`src/rtl/hs_tx_pkg.sv`:
```
package hs_tx_pkg;

  typedef enum logic [2:0] {
    ST_IDLE,
    ST_WAIT_ATT,
    ST_WAIT_DAT,
    ST_SETUP,
    ST_PULL,
    ST_RELAX,
    ST_ACK
  } tx_state_e;

  // Groups of states sharing one watchdog window
  typedef enum logic [1:0] {
    GRP_NONE,
    GRP_LINES,
    GRP_POLL,
    GRP_ACK
  } wait_grp_e;

  function automatic wait_grp_e grp_of(input tx_state_e s);
    wait_grp_e g;
    case (s)
      ST_WAIT_ATT, ST_WAIT_DAT, ST_SETUP: g = GRP_LINES;
      ST_PULL, ST_RELAX:                  g = GRP_POLL;
      ST_ACK:                             g = GRP_ACK;
      default:                            g = GRP_NONE;
    endcase
    return g;
  endfunction

endpackage

```
`src/rtl/hs_tx_sync.sv`:
```
module hs_tx_sync #(
  parameter int LINES  = 2,
  parameter int STAGES = 2
) (
  input  logic             clk_i,
  input  logic             rst_ni,
  input  logic [LINES-1:0] d_i,
  output logic [LINES-1:0] q_o
);

  for (genvar g = 0; g < LINES; g++) begin : g_line
    logic [STAGES-1:0] pipe_q;

    // Idle level of a pulled-up line is high
    always_ff @(posedge clk_i or negedge rst_ni) begin
      if (!rst_ni) begin
        pipe_q <= '1;
      end else begin
        pipe_q <= {pipe_q[STAGES-2:0], d_i[g]};
      end
    end

    assign q_o[g] = pipe_q[STAGES-1];
  end

endmodule

```
`src/rtl/hs_tx_delay.sv`:
```
module hs_tx_delay #(
  parameter int W = 4
) (
  input  logic         clk_i,
  input  logic         rst_ni,
  input  logic         load_i,
  input  logic [W-1:0] value_i,
  input  logic         en_i,
  output logic         zero_o
);

  logic [W-1:0] cnt_q, cnt_d;

  always_comb begin
    cnt_d = cnt_q;
    if (load_i) begin
      cnt_d = value_i;
    end else if (en_i && (cnt_q != '0)) begin
      cnt_d = cnt_q - 1'b1;
    end
  end

  always_ff @(posedge clk_i or negedge rst_ni) begin
    if (!rst_ni) begin
      cnt_q <= '0;
    end else begin
      cnt_q <= cnt_d;
    end
  end

  assign zero_o = (cnt_q == '0);

endmodule

```
`src/rtl/hs_tx_shift.sv`:
```
module hs_tx_shift #(
  parameter int BITS = 9
) (
  input  logic            clk_i,
  input  logic            rst_ni,
  input  logic            load_i,
  input  logic [BITS-1:0] msg_i,
  input  logic            adv_i,
  output logic            bit_o,
  output logic            last_o
);

  localparam int IW = $clog2(BITS);
  localparam logic [IW-1:0] LAST_IDX = IW'(BITS - 1);

  logic [BITS-1:0] msg_q, msg_d;
  logic [IW-1:0]   idx_q, idx_d;

  always_comb begin
    msg_d = msg_q;
    idx_d = idx_q;
    if (load_i) begin
      msg_d = msg_i;
      idx_d = '0;
    end else if (adv_i) begin
      msg_d = {msg_q[BITS-2:0], 1'b0};
      idx_d = idx_q + 1'b1;
    end
  end

  always_ff @(posedge clk_i or negedge rst_ni) begin
    if (!rst_ni) begin
      msg_q <= '0;
      idx_q <= '0;
    end else begin
      msg_q <= msg_d;
      idx_q <= idx_d;
    end
  end

  assign bit_o  = msg_q[BITS-1];
  assign last_o = (idx_q == LAST_IDX);

endmodule

```
`src/rtl/hs_link_tx.sv`:
```
module hs_link_tx
  import hs_tx_pkg::*;
#(
  parameter int DATA_W      = 8,
  parameter int SETTLE_CYC  = 4,
  parameter int HOLD_CYC    = 6,
  parameter int TIMEOUT_CYC = 200
) (
  input  logic              clk_i,
  input  logic              rst_ni,
  input  logic              start_i,
  input  logic              flag_i,
  input  logic [DATA_W-1:0] data_i,
  input  logic              att_line_i,
  input  logic              dat_line_i,
  output logic              att_pull_o,
  output logic              dat_pull_o,
  output logic              busy_o,
  output logic              done_o,
  output logic              timeout_o
);

  localparam int MSG_BITS = DATA_W + 1;
  localparam int DLY_MAX  = (SETTLE_CYC > HOLD_CYC) ? SETTLE_CYC : HOLD_CYC;
  localparam int DLY_W    = $clog2(DLY_MAX + 1);
  localparam int WD_W     = $clog2(TIMEOUT_CYC + 1);
  localparam logic [DLY_W-1:0] SETTLE_LD = DLY_W'(SETTLE_CYC - 1);
  localparam logic [DLY_W-1:0] HOLD_LD   = DLY_W'(HOLD_CYC - 1);
  localparam logic [WD_W-1:0]  WD_LD     = WD_W'(TIMEOUT_CYC - 1);

  // Reset: asserted asynchronously, released through two flops
  logic [1:0] rst_pipe_q;
  logic       rst_n;

  always_ff @(posedge clk_i or negedge rst_ni) begin
    if (!rst_ni) begin
      rst_pipe_q <= '0;
    end else begin
      rst_pipe_q <= {rst_pipe_q[0], 1'b1};
    end
  end
  assign rst_n = rst_pipe_q[1];

  // Line resynchronisation
  logic att_s, dat_s;

  hs_tx_sync #(
    .LINES  (2),
    .STAGES (2)
  ) u_sync (
    .clk_i  (clk_i),
    .rst_ni (rst_n),
    .d_i    ({att_line_i, dat_line_i}),
    .q_o    ({att_s, dat_s})
  );

  // Control signals
  tx_state_e        state_q, state_d;
  logic             dly_load, dly_zero;
  logic [DLY_W-1:0] dly_val;
  logic             wd_load, wd_en, wd_zero, wd_expired;
  logic             load_msg, adv_bit, tx_bit, last_bit;
  logic             att_pull_d, dat_pull_d, done_d, timeout_d;

  hs_tx_delay #(
    .W (DLY_W)
  ) u_phase_cnt (
    .clk_i   (clk_i),
    .rst_ni  (rst_n),
    .load_i  (dly_load),
    .value_i (dly_val),
    .en_i    (1'b1),
    .zero_o  (dly_zero)
  );

  hs_tx_delay #(
    .W (WD_W)
  ) u_watchdog (
    .clk_i   (clk_i),
    .rst_ni  (rst_n),
    .load_i  (wd_load),
    .value_i (WD_LD),
    .en_i    (wd_en),
    .zero_o  (wd_zero)
  );

  hs_tx_shift #(
    .BITS (MSG_BITS)
  ) u_shift (
    .clk_i  (clk_i),
    .rst_ni (rst_n),
    .load_i (load_msg),
    .msg_i  ({flag_i, data_i}),
    .adv_i  (adv_bit),
    .bit_o  (tx_bit),
    .last_o (last_bit)
  );

  assign wd_en      = (grp_of(state_q) != GRP_NONE);
  assign wd_expired = wd_en && wd_zero;

  // Next-state logic
  always_comb begin
    state_d   = state_q;
    dly_load  = 1'b0;
    dly_val   = SETTLE_LD;
    load_msg  = 1'b0;
    adv_bit   = 1'b0;
    done_d    = 1'b0;
    timeout_d = 1'b0;

    case (state_q)
      ST_IDLE: begin
        if (start_i) begin
          load_msg = 1'b1;
          state_d  = ST_WAIT_ATT;
        end
      end
      ST_WAIT_ATT: begin
        if (att_s) begin
          state_d = ST_WAIT_DAT;
        end
      end
      ST_WAIT_DAT: begin
        if (dat_s) begin
          state_d  = ST_SETUP;
          dly_load = 1'b1;
          dly_val  = SETTLE_LD;
        end
      end
      ST_SETUP: begin
        if (dly_zero) begin
          state_d  = ST_PULL;
          dly_load = 1'b1;
          dly_val  = HOLD_LD;
        end
      end
      ST_PULL: begin
        if (dly_zero) begin
          state_d  = ST_RELAX;
          dly_load = 1'b1;
          dly_val  = SETTLE_LD;
        end
      end
      ST_RELAX: begin
        if (dly_zero) begin
          if (!att_s) begin
            state_d = ST_ACK;
          end else begin
            state_d  = ST_PULL;
            dly_load = 1'b1;
            dly_val  = HOLD_LD;
          end
        end
      end
      ST_ACK: begin
        if (att_s) begin
          adv_bit = 1'b1;
          if (last_bit) begin
            state_d = ST_IDLE;
            done_d  = 1'b1;
          end else begin
            state_d = ST_WAIT_ATT;
          end
        end
      end
      default: state_d = ST_IDLE;
    endcase

    if (wd_expired) begin
      state_d   = ST_IDLE;
      dly_load  = 1'b0;
      adv_bit   = 1'b0;
      done_d    = 1'b0;
      timeout_d = 1'b1;
    end
  end

  assign wd_load = (grp_of(state_d) != grp_of(state_q));

  // Line drive for the state being entered
  always_comb begin
    att_pull_d = (state_d == ST_PULL);
    case (state_d)
      ST_SETUP, ST_PULL, ST_RELAX: dat_pull_d = ~tx_bit;
      ST_ACK:                      dat_pull_d = tx_bit;
      default:                     dat_pull_d = 1'b0;
    endcase
  end

  // Registers
  always_ff @(posedge clk_i or negedge rst_n) begin
    if (!rst_n) begin
      state_q    <= ST_IDLE;
      att_pull_o <= 1'b0;
      dat_pull_o <= 1'b0;
      done_o     <= 1'b0;
      timeout_o  <= 1'b0;
    end else begin
      state_q    <= state_d;
      att_pull_o <= att_pull_d;
      dat_pull_o <= dat_pull_d;
      done_o     <= done_d;
      timeout_o  <= timeout_d;
    end
  end

  assign busy_o = (state_q != ST_IDLE);

endmodule

```
`config.mk`:
```
export PLATFORM = sky130hd
export DESIGN_NAME = hs_link_tx
export DESIGN_NICKNAME = d
export VERILOG_FILES = /design/src/rtl/hs_tx_pkg.sv /design/src/rtl/hs_tx_sync.sv /design/src/rtl/hs_tx_delay.sv /design/src/rtl/hs_tx_shift.sv /design/src/rtl/hs_link_tx.sv
export SDC_FILE = /design/constraint.sdc
export NUM_CORES = 1
export LEC_CHECK = 0
export ABC_AREA = 0
export ABC_CLOCK_PERIOD_IN_PS = 2100
export BUFFER_PORTS_ARGS = -buffer_cell sky130_fd_sc_hd__buf_2
export CORE_MARGIN = 5
export CORE_UTILIZATION = 61
export CTS_BUF_LIST = sky130_fd_sc_hd__clkbuf_2
export DETAILED_ROUTE_END_ITERATION = 16
export PLACE_DENSITY = 0.93
export SLEW_MARGIN = 20
export SYNTH_ARGS = -nofsm -noshare
export SYNTH_HDL_FRONTEND = slang
export SYNTH_SLANG_ARGS = --single-unit
```
`constraint.sdc`:
```
create_clock -name clk_i -period 2.1 [get_ports clk_i]
set_clock_uncertainty 0.2 [all_clocks]
set_input_delay 0.42 -clock clk_i [delete_from_list [all_inputs] [get_ports clk_i]]
set_output_delay 0.42 -clock clk_i [all_outputs]
set_load 0.03 [all_outputs]
```
# Word level (Yosys, flattened, before mapping)

Index checks and enable logic that the tools add are counted.

Flip-flop bits (word level): 37
Input port bits: 14
Output and inout port bits: 5

Add/sub/neg operators: 3
Eq/ne operators: 14
Multiplexer cells: 41
Bitwise logic cells: 1
Reductions and logical operators: 18

Operator list:

| operator                                         | count |
|---|---|
| 2-to-1 mux 3 bit                                 | 13 |
| case mux 3 bit (7 select lines)                  | 1 |
| == test 3 bit, second input constant             | 6 |
| 2-to-1 mux 9 bit                                 | 2 |
| 2-to-1 mux 8 bit                                 | 2 |
| 2-to-1 mux 1 bit                                 | 15 |
| == test 3 x 2 -> 1 bit, second input constant    | 4 |
| case mux 2 bit (3 select lines)                  | 2 |
| OR reduction 3 bit                               | 3 |
| logical NOT 8 bit                                | 1 |
| 2-to-1 mux 4 bit                                 | 2 |
| nonzero test 2 bit                               | 4 |
| nonzero test 8 bit                               | 1 |
| subtractor 8 x 1 -> 8 bit, second input constant | 1 |
| == test 3 x 1 -> 1 bit, second input constant    | 2 |
| logical NOT 3 bit                                | 2 |
| case mux 3 bit (2 select lines)                  | 1 |
| nonzero test 3 bit                               | 2 |
| OR reduction 2 bit                               | 3 |
| adder 4 x 1 -> 4 bit, second input constant      | 1 |
| == test 4 bit, second input constant             | 1 |
| case mux 1 bit (3 select lines)                  | 1 |
| subtractor 3 x 1 -> 3 bit, second input constant | 1 |
| logical AND 1 bit                                | 2 |
| other kinds (4)                                  | 4 |

# Logic depth before layout (Yosys ltp)

Depth after elaboration: 11
Depth in mapped cells: 8
Gate-level depth less buffers: 7

# Modules after synthesis

A second synthesis with hierarchy kept.

Cells, all modules: 219
Area total of the unflattened synthesis: 2145.8 µm²

Modules (own cells, without submodules):

| module                    | instances | cells an instance | area each (µm²) | sequential area each (µm²) |
|---|---|---|---|---|
| hs_tx_shift               | 1         | 61                | 654.4           | 325.3 |
| hs_link_tx                | 1         | 75                | 635.6           | 225.2 |
| hs_tx_delay (u_watchdog)  | 1         | 58                | 528.0           | 200.2 |
| hs_tx_delay (u_phase_cnt) | 1         | 19                | 207.7           | 75.1 |
| hs_tx_sync                | 1         | 6                 | 120.1           | 105.1 |

# Worst setup path after synthesis

OpenSTA, ideal clock, no wires.

Path type: register to register
From: register state_q[1]
To: register u_watchdog.cnt_q[0]
Setup time: 151 ps
Data arrival time: 2211 ps
Required time: 1749 ps
Setup slack: -463 ps
Cell stages (with the launch flop): 8
Path through: dfrtp_1 clkbuf_1 inv_1 ha_1 nor2_1 o2bb2ai_4 a2111oi_1 o31ai_1

Word-level cells in the longest chain between the ends: 11
Elaborated cells on any way between the ends: 34
Classes of those cells: 13 x eq/ne; 12 x mux; 9 x reduce/logical

RTL lines:

| what                                                            | RTL line                           | source |
|---|---|---|
| start: declaration                                              | hs_link_tx.sv:58                   | `tx_state_e state_q, state_d;` |
| start signal: assignment                                        | hs_link_tx.sv:200                  | `state_q <= state_d;` |
| == test 3 x 1 -> 1 bit, or another cell as far along            | hs_tx_pkg.sv:23, hs_link_tx.sv:112 |  |
| OR reduction 3 bit / OR reduction 2 bit (equally long branches) | hs_tx_pkg.sv:23                    | `case (s)` |
| case mux 2 bit (3 select lines)                                 | hs_tx_pkg.sv:23                    |  |
| nonzero test 2 bit                                              | hs_link_tx.sv:99                   | `assign wd_en = (grp_of(state_q) != GRP_NONE);` |
| logical AND 1 bit                                               | hs_link_tx.sv:100                  | `assign wd_expired = wd_en && wd_zero;` |
| 2-to-1 mux 3 bit                                                | hs_link_tx.sv:170                  | `if (wd_expired) begin` |
| == test 3 x 1 -> 1 bit, or another cell as far along            | hs_tx_pkg.sv:23                    |  |
| OR reduction 3 bit / OR reduction 2 bit (equally long branches) | hs_tx_pkg.sv:23                    |  |
| case mux 2 bit (3 select lines)                                 | hs_tx_pkg.sv:23                    |  |
| != test 2 bit                                                   | hs_link_tx.sv:179                  | `assign wd_load = (grp_of(state_d) != grp_of(state_q));` |
| 2-to-1 mux 8 bit / nonzero test 2 bit (equally long branches)   | -                                  |  |
| end signal: assignment                                          | hs_tx_delay.sv:27                  | `cnt_q <= cnt_d;` |
| end: declaration                                                | hs_tx_delay.sv:12                  | `logic [W-1:0] cnt_q, cnt_d;` |

Parallel ways exist; a longest one is shown, timed or not.
A chain may end at the register's enable or synchronous reset.

# Worst setup path in the final report

From: register u_watchdog.cnt_q[2]
To: register u_watchdog.cnt_q[2]

Word-level cells in the longest chain between the ends: 8
Elaborated cells on any way between the ends: 19
Classes of those cells: 1 x add/sub; 7 x eq/ne; 4 x mux; 7 x reduce/logical

RTL lines:

| what                                                            | RTL line          | source |
|---|---|---|
| logical NOT 8 bit                                               | hs_tx_delay.sv:31 | `assign zero_o = (cnt_q == '0);` |
| logical AND 1 bit                                               | hs_link_tx.sv:100 |  |
| 2-to-1 mux 3 bit                                                | hs_link_tx.sv:170 |  |
| == test 3 x 1 -> 1 bit, or another cell as far along            | hs_tx_pkg.sv:23   |  |
| OR reduction 3 bit / OR reduction 2 bit (equally long branches) | hs_tx_pkg.sv:23   |  |
| case mux 2 bit (3 select lines)                                 | hs_tx_pkg.sv:23   |  |
| != test 2 bit                                                   | hs_link_tx.sv:179 |  |
| 2-to-1 mux 8 bit / nonzero test 2 bit (equally long branches)   | -                 |  |

Parallel ways exist; a longest one is shown, timed or not. The select of a mux whose other input is x is not followed.

==> out/results.ini <==
[status]
status=complete, but fails checks
violations=setup timing

[sta]
final_max_slew_viol_count=0
rsz0062_at_grt=true
timing.final.hold_violations=0
period_share_pct=121
fin_crit_ns=2.53
fin_ws_ns=-0.432
finalSetupViolations=32
worstMarginPinSlew_ns=0.569
max-slew-margin-rel_pct=62.1
max_freq_mhz=395

[power_and_ir_drop]
p_sw_share_pct=47.7
netSwitchingPower_uw=2070
p_comb_share_pct=66.1
irDropWorstVdd_uv=799
pwr-share-clk_pct=8.0
internal-power_uw=2270
pwr-share-seq_pct=25.9
cellPowerDensity_nw_per_um2=1470
p_leak_uw=0.00136

[run]
drv_cap=0

[synthesis]
synth-seq-cells=37
synth_common_cells=33 x dfrtp_1, 17 x nor2_1, 17 x o21ai_0, 16 x nand2_1
yosysTopAreaCell=dfrtp_1
synth_nets=231
netlist_area_um2=2090
yosys.area.top_type_share_pct=39.5
synthArstFlopShare_pct=100
dominantRegCellSynth=dfrtp_1
synth_seq_area_share_pct=44.6
synth_cell_types=50
yosysWarnings=0
synth_most_common_cell=dfrtp_1
synth_area_leaders=dfrtp_1 40%, dfstp_2 5.0%, mux2i_1 4.3%
synth_edf_count=0
syn_inst=210
syn_avg_cell_area_um2=9.95

[cells_and_area]
diodes=0
fillers=143
area_growth_pct=41.2
final_cells=333
drive_gt1_share_pct=41.1
final_nets=307
utilization_pct=88.4

[global_routing]
grt_pass1_wl_um=10200
grtUsageMet1_pct=36.2
grt_usage_pct=30.4
grt_busiest_layer=met2
met2_usage_pct=50.3
grt_max_degree=36
antenna_found_initial=0
overflow=0
grt_use_met3_pct=6.32
grt_pass1_vias=2032

[placement]
place_hpwl_um=3640
pre_cts_ws_ns=-0.316
gp_congestion=0.950
port_buffers=18
place_inst=303

[floorplan]
dieArea_um2=4700
core-area_um2=3340
rows=21
die_width_um=68.5
die_h_um=68.5
pin_count=19
initial_utilization_pct=62.6

[routing]
vias_per_cell=6.53
wl_per_cell_um=22.0
ant_nets=0
num_vias=2176
drc=0
drtIter0Drc=312
dr.pass1.iters=6
drt-total-wl_um=7340

[worst_setup_path]
cp_max_fo=4
regToRegStartpoint=u_watchdog.cnt_q[2]$_DFFE_PN0P_
worstSetupPathType=register to register
worst-endpoint-arrival_ns=2.66
endpoint_kind=register
crit_path_start_kind=register
crit_required_ns=2.23
crit_start=u_watchdog.cnt_q[2]$_DFFE_PN0P_

[min_path]
min-delay-start=data_i[6]
hold_class=input pin to register

[clock_network]
clk_pin_slew_ns=0.21
cts_tree=done
htreeDepth=2
cts_buffer_depth=2
clock_latency_ns=0.42
cts_root_buffer=clkbuf_2
numCtsBuffers=5
clock_sinks=37

cell type report:
class / count / area, µm² / area share (%)
multi-input combinational: 155 / 1260 / 42.8
clock buffer: 5 / 25.0 / 0.848
tap: 46 / 57.6 / 1.95
timing repair buffer: 78 / 618 / 20.9
inverter: 9 / 33.8 / 1.15
sequential: 37 / 931 / 31.6
clock inverter: 3 / 21.3 / 0.721
per-layer routing:
layer | vias up | share of wire, %
met2 | 170 | 46
met3 | 60 | 8.5
met5 | - | 0
met1 | 1049 | 39
li1 | 897 | -
met4 | 0 | 6.3
layout by cell type (no fill, tap or decap), drive strengths merged, types with 2 or more instances in the layout:
| cell | n |
|---|---|
| buf | 73 |
| dfrtp | 33 |
| o21ai | 18 |
| nor2 | 17 |
| nand2 | 16 |
| inv | 10 |
| xor2 | 9 |
| mux2i | 9 |
| ha | 7 |
| nor2b | 6 |
| nand2b | 5 |
| clkbuf | 5 |
| dlygate4sd3 | 5 |
| a21oi | 5 |
| o31ai | 5 |
| a21o | 4 |
| nand3 | 4 |
| nand4 | 4 |
| dfstp | 4 |
| nor3 | 4 |
| nand3b | 3 |
| and2 | 3 |
| a31oi | 3 |
| xnor2 | 3 |
| or4 | 2 |
| a32oi | 2 |
| mux2 | 2 |
| o211ai | 2 |
| o2bb2ai | 2 |
| or3 | 2 |
worst paths after layout:
path | endpoint | slack [ns] | depth (start not counted)
worst max-delay path | u_watchdog.cnt_q[2]$_DFFE_PN0P_ | -0.43 | 8
worst min-delay path | u_shift.msg_q[6]$_DFFE_PN0P_ | 0.02 | 3
worst max register to register | u_watchdog.cnt_q[2]$_DFFE_PN0P_ | -0.43 | 8
worst min register to register | u_shift.msg_q[7]$_DFFE_PN0P_ | 0.07 | 1
max in group asynchronous | u_sync.g_line[1].pipe_q[0]$_DFF_PN1_ | 1.24 | 1
min in group asynchronous | u_shift.msg_q[7]$_DFFE_PN0P_ | 0.07 | 1
critical path, stage by stage (launching register included):
cell and delay (ns):
dfrtp_1 0.43, or4_4 0.52, buf_4 0.15, o41ai_2 0.26, buf_4 0.20, o2bb2ai_4 0.16
a2111oi_4 0.09, buf_4 0.19, o31ai_4 0.26
sequential cells by signal, indices dropped and copies added (netlist names):
name                  flops
state_q                   3
timeout_o                 1
rst_pipe_q                2
u_phase_cnt.cnt_q         3
u_shift.msg_q             9
att_pull_o                1
done_o                    1
dat_pull_o                1
u_shift.idx_q             4
u_sync.g_line.pipe_q      4
u_watchdog.cnt_q          8
power by group through the flow:
stage               clock, µW  combinational [µW]  sequential, µW
finish                    348                2870            1130
global route              385                3010            1140
floorplan                   0                1340            1090
detailed placement          0                2140            1090
global placement            0                2020            1070
CTS                       347                2420            1080
repair_timing:
action	CTS	global route
setup buffers	12	5
setup endpoints to repair	32	32
hold buffers	5	0
gates resized for setup	31	17
pin swaps	5	7
endpoints found under the hold margin	6	0
metrics by stage:
stage / hold slack, ns / TNS [ns] / power [µW] / cell area, µm²
after floorplan: -0.0756 / -4.35 / 2430 / 2110
after global placement: 0.00477 / -4.13 / 3090 / 2520
after detailed placement: 0.00773 / -6.14 / 3230 / 2520
after CTS: 0.00138 / -6.70 / 3850 / 2830
after global routing: 0.00621 / -10.93 / 4540 / 2950
final: 0.0176 / -9.62 / 4350 / 2950
kinds of logic after synthesis:
logic type,after synthesis,synth area share [%]
XOR/XNOR,12,5.03
buffers and inverters,18,3.65
flip-flops,37,44.6
multiplexers,11,5.39
AO/OA/AOI/OAI,52,18.4
other,1,0.179
AND/OR/NAND/NOR,72,18.6
adder cells (fa/ha/maj),7,4.19
Power figures use the tool's default switching activity.
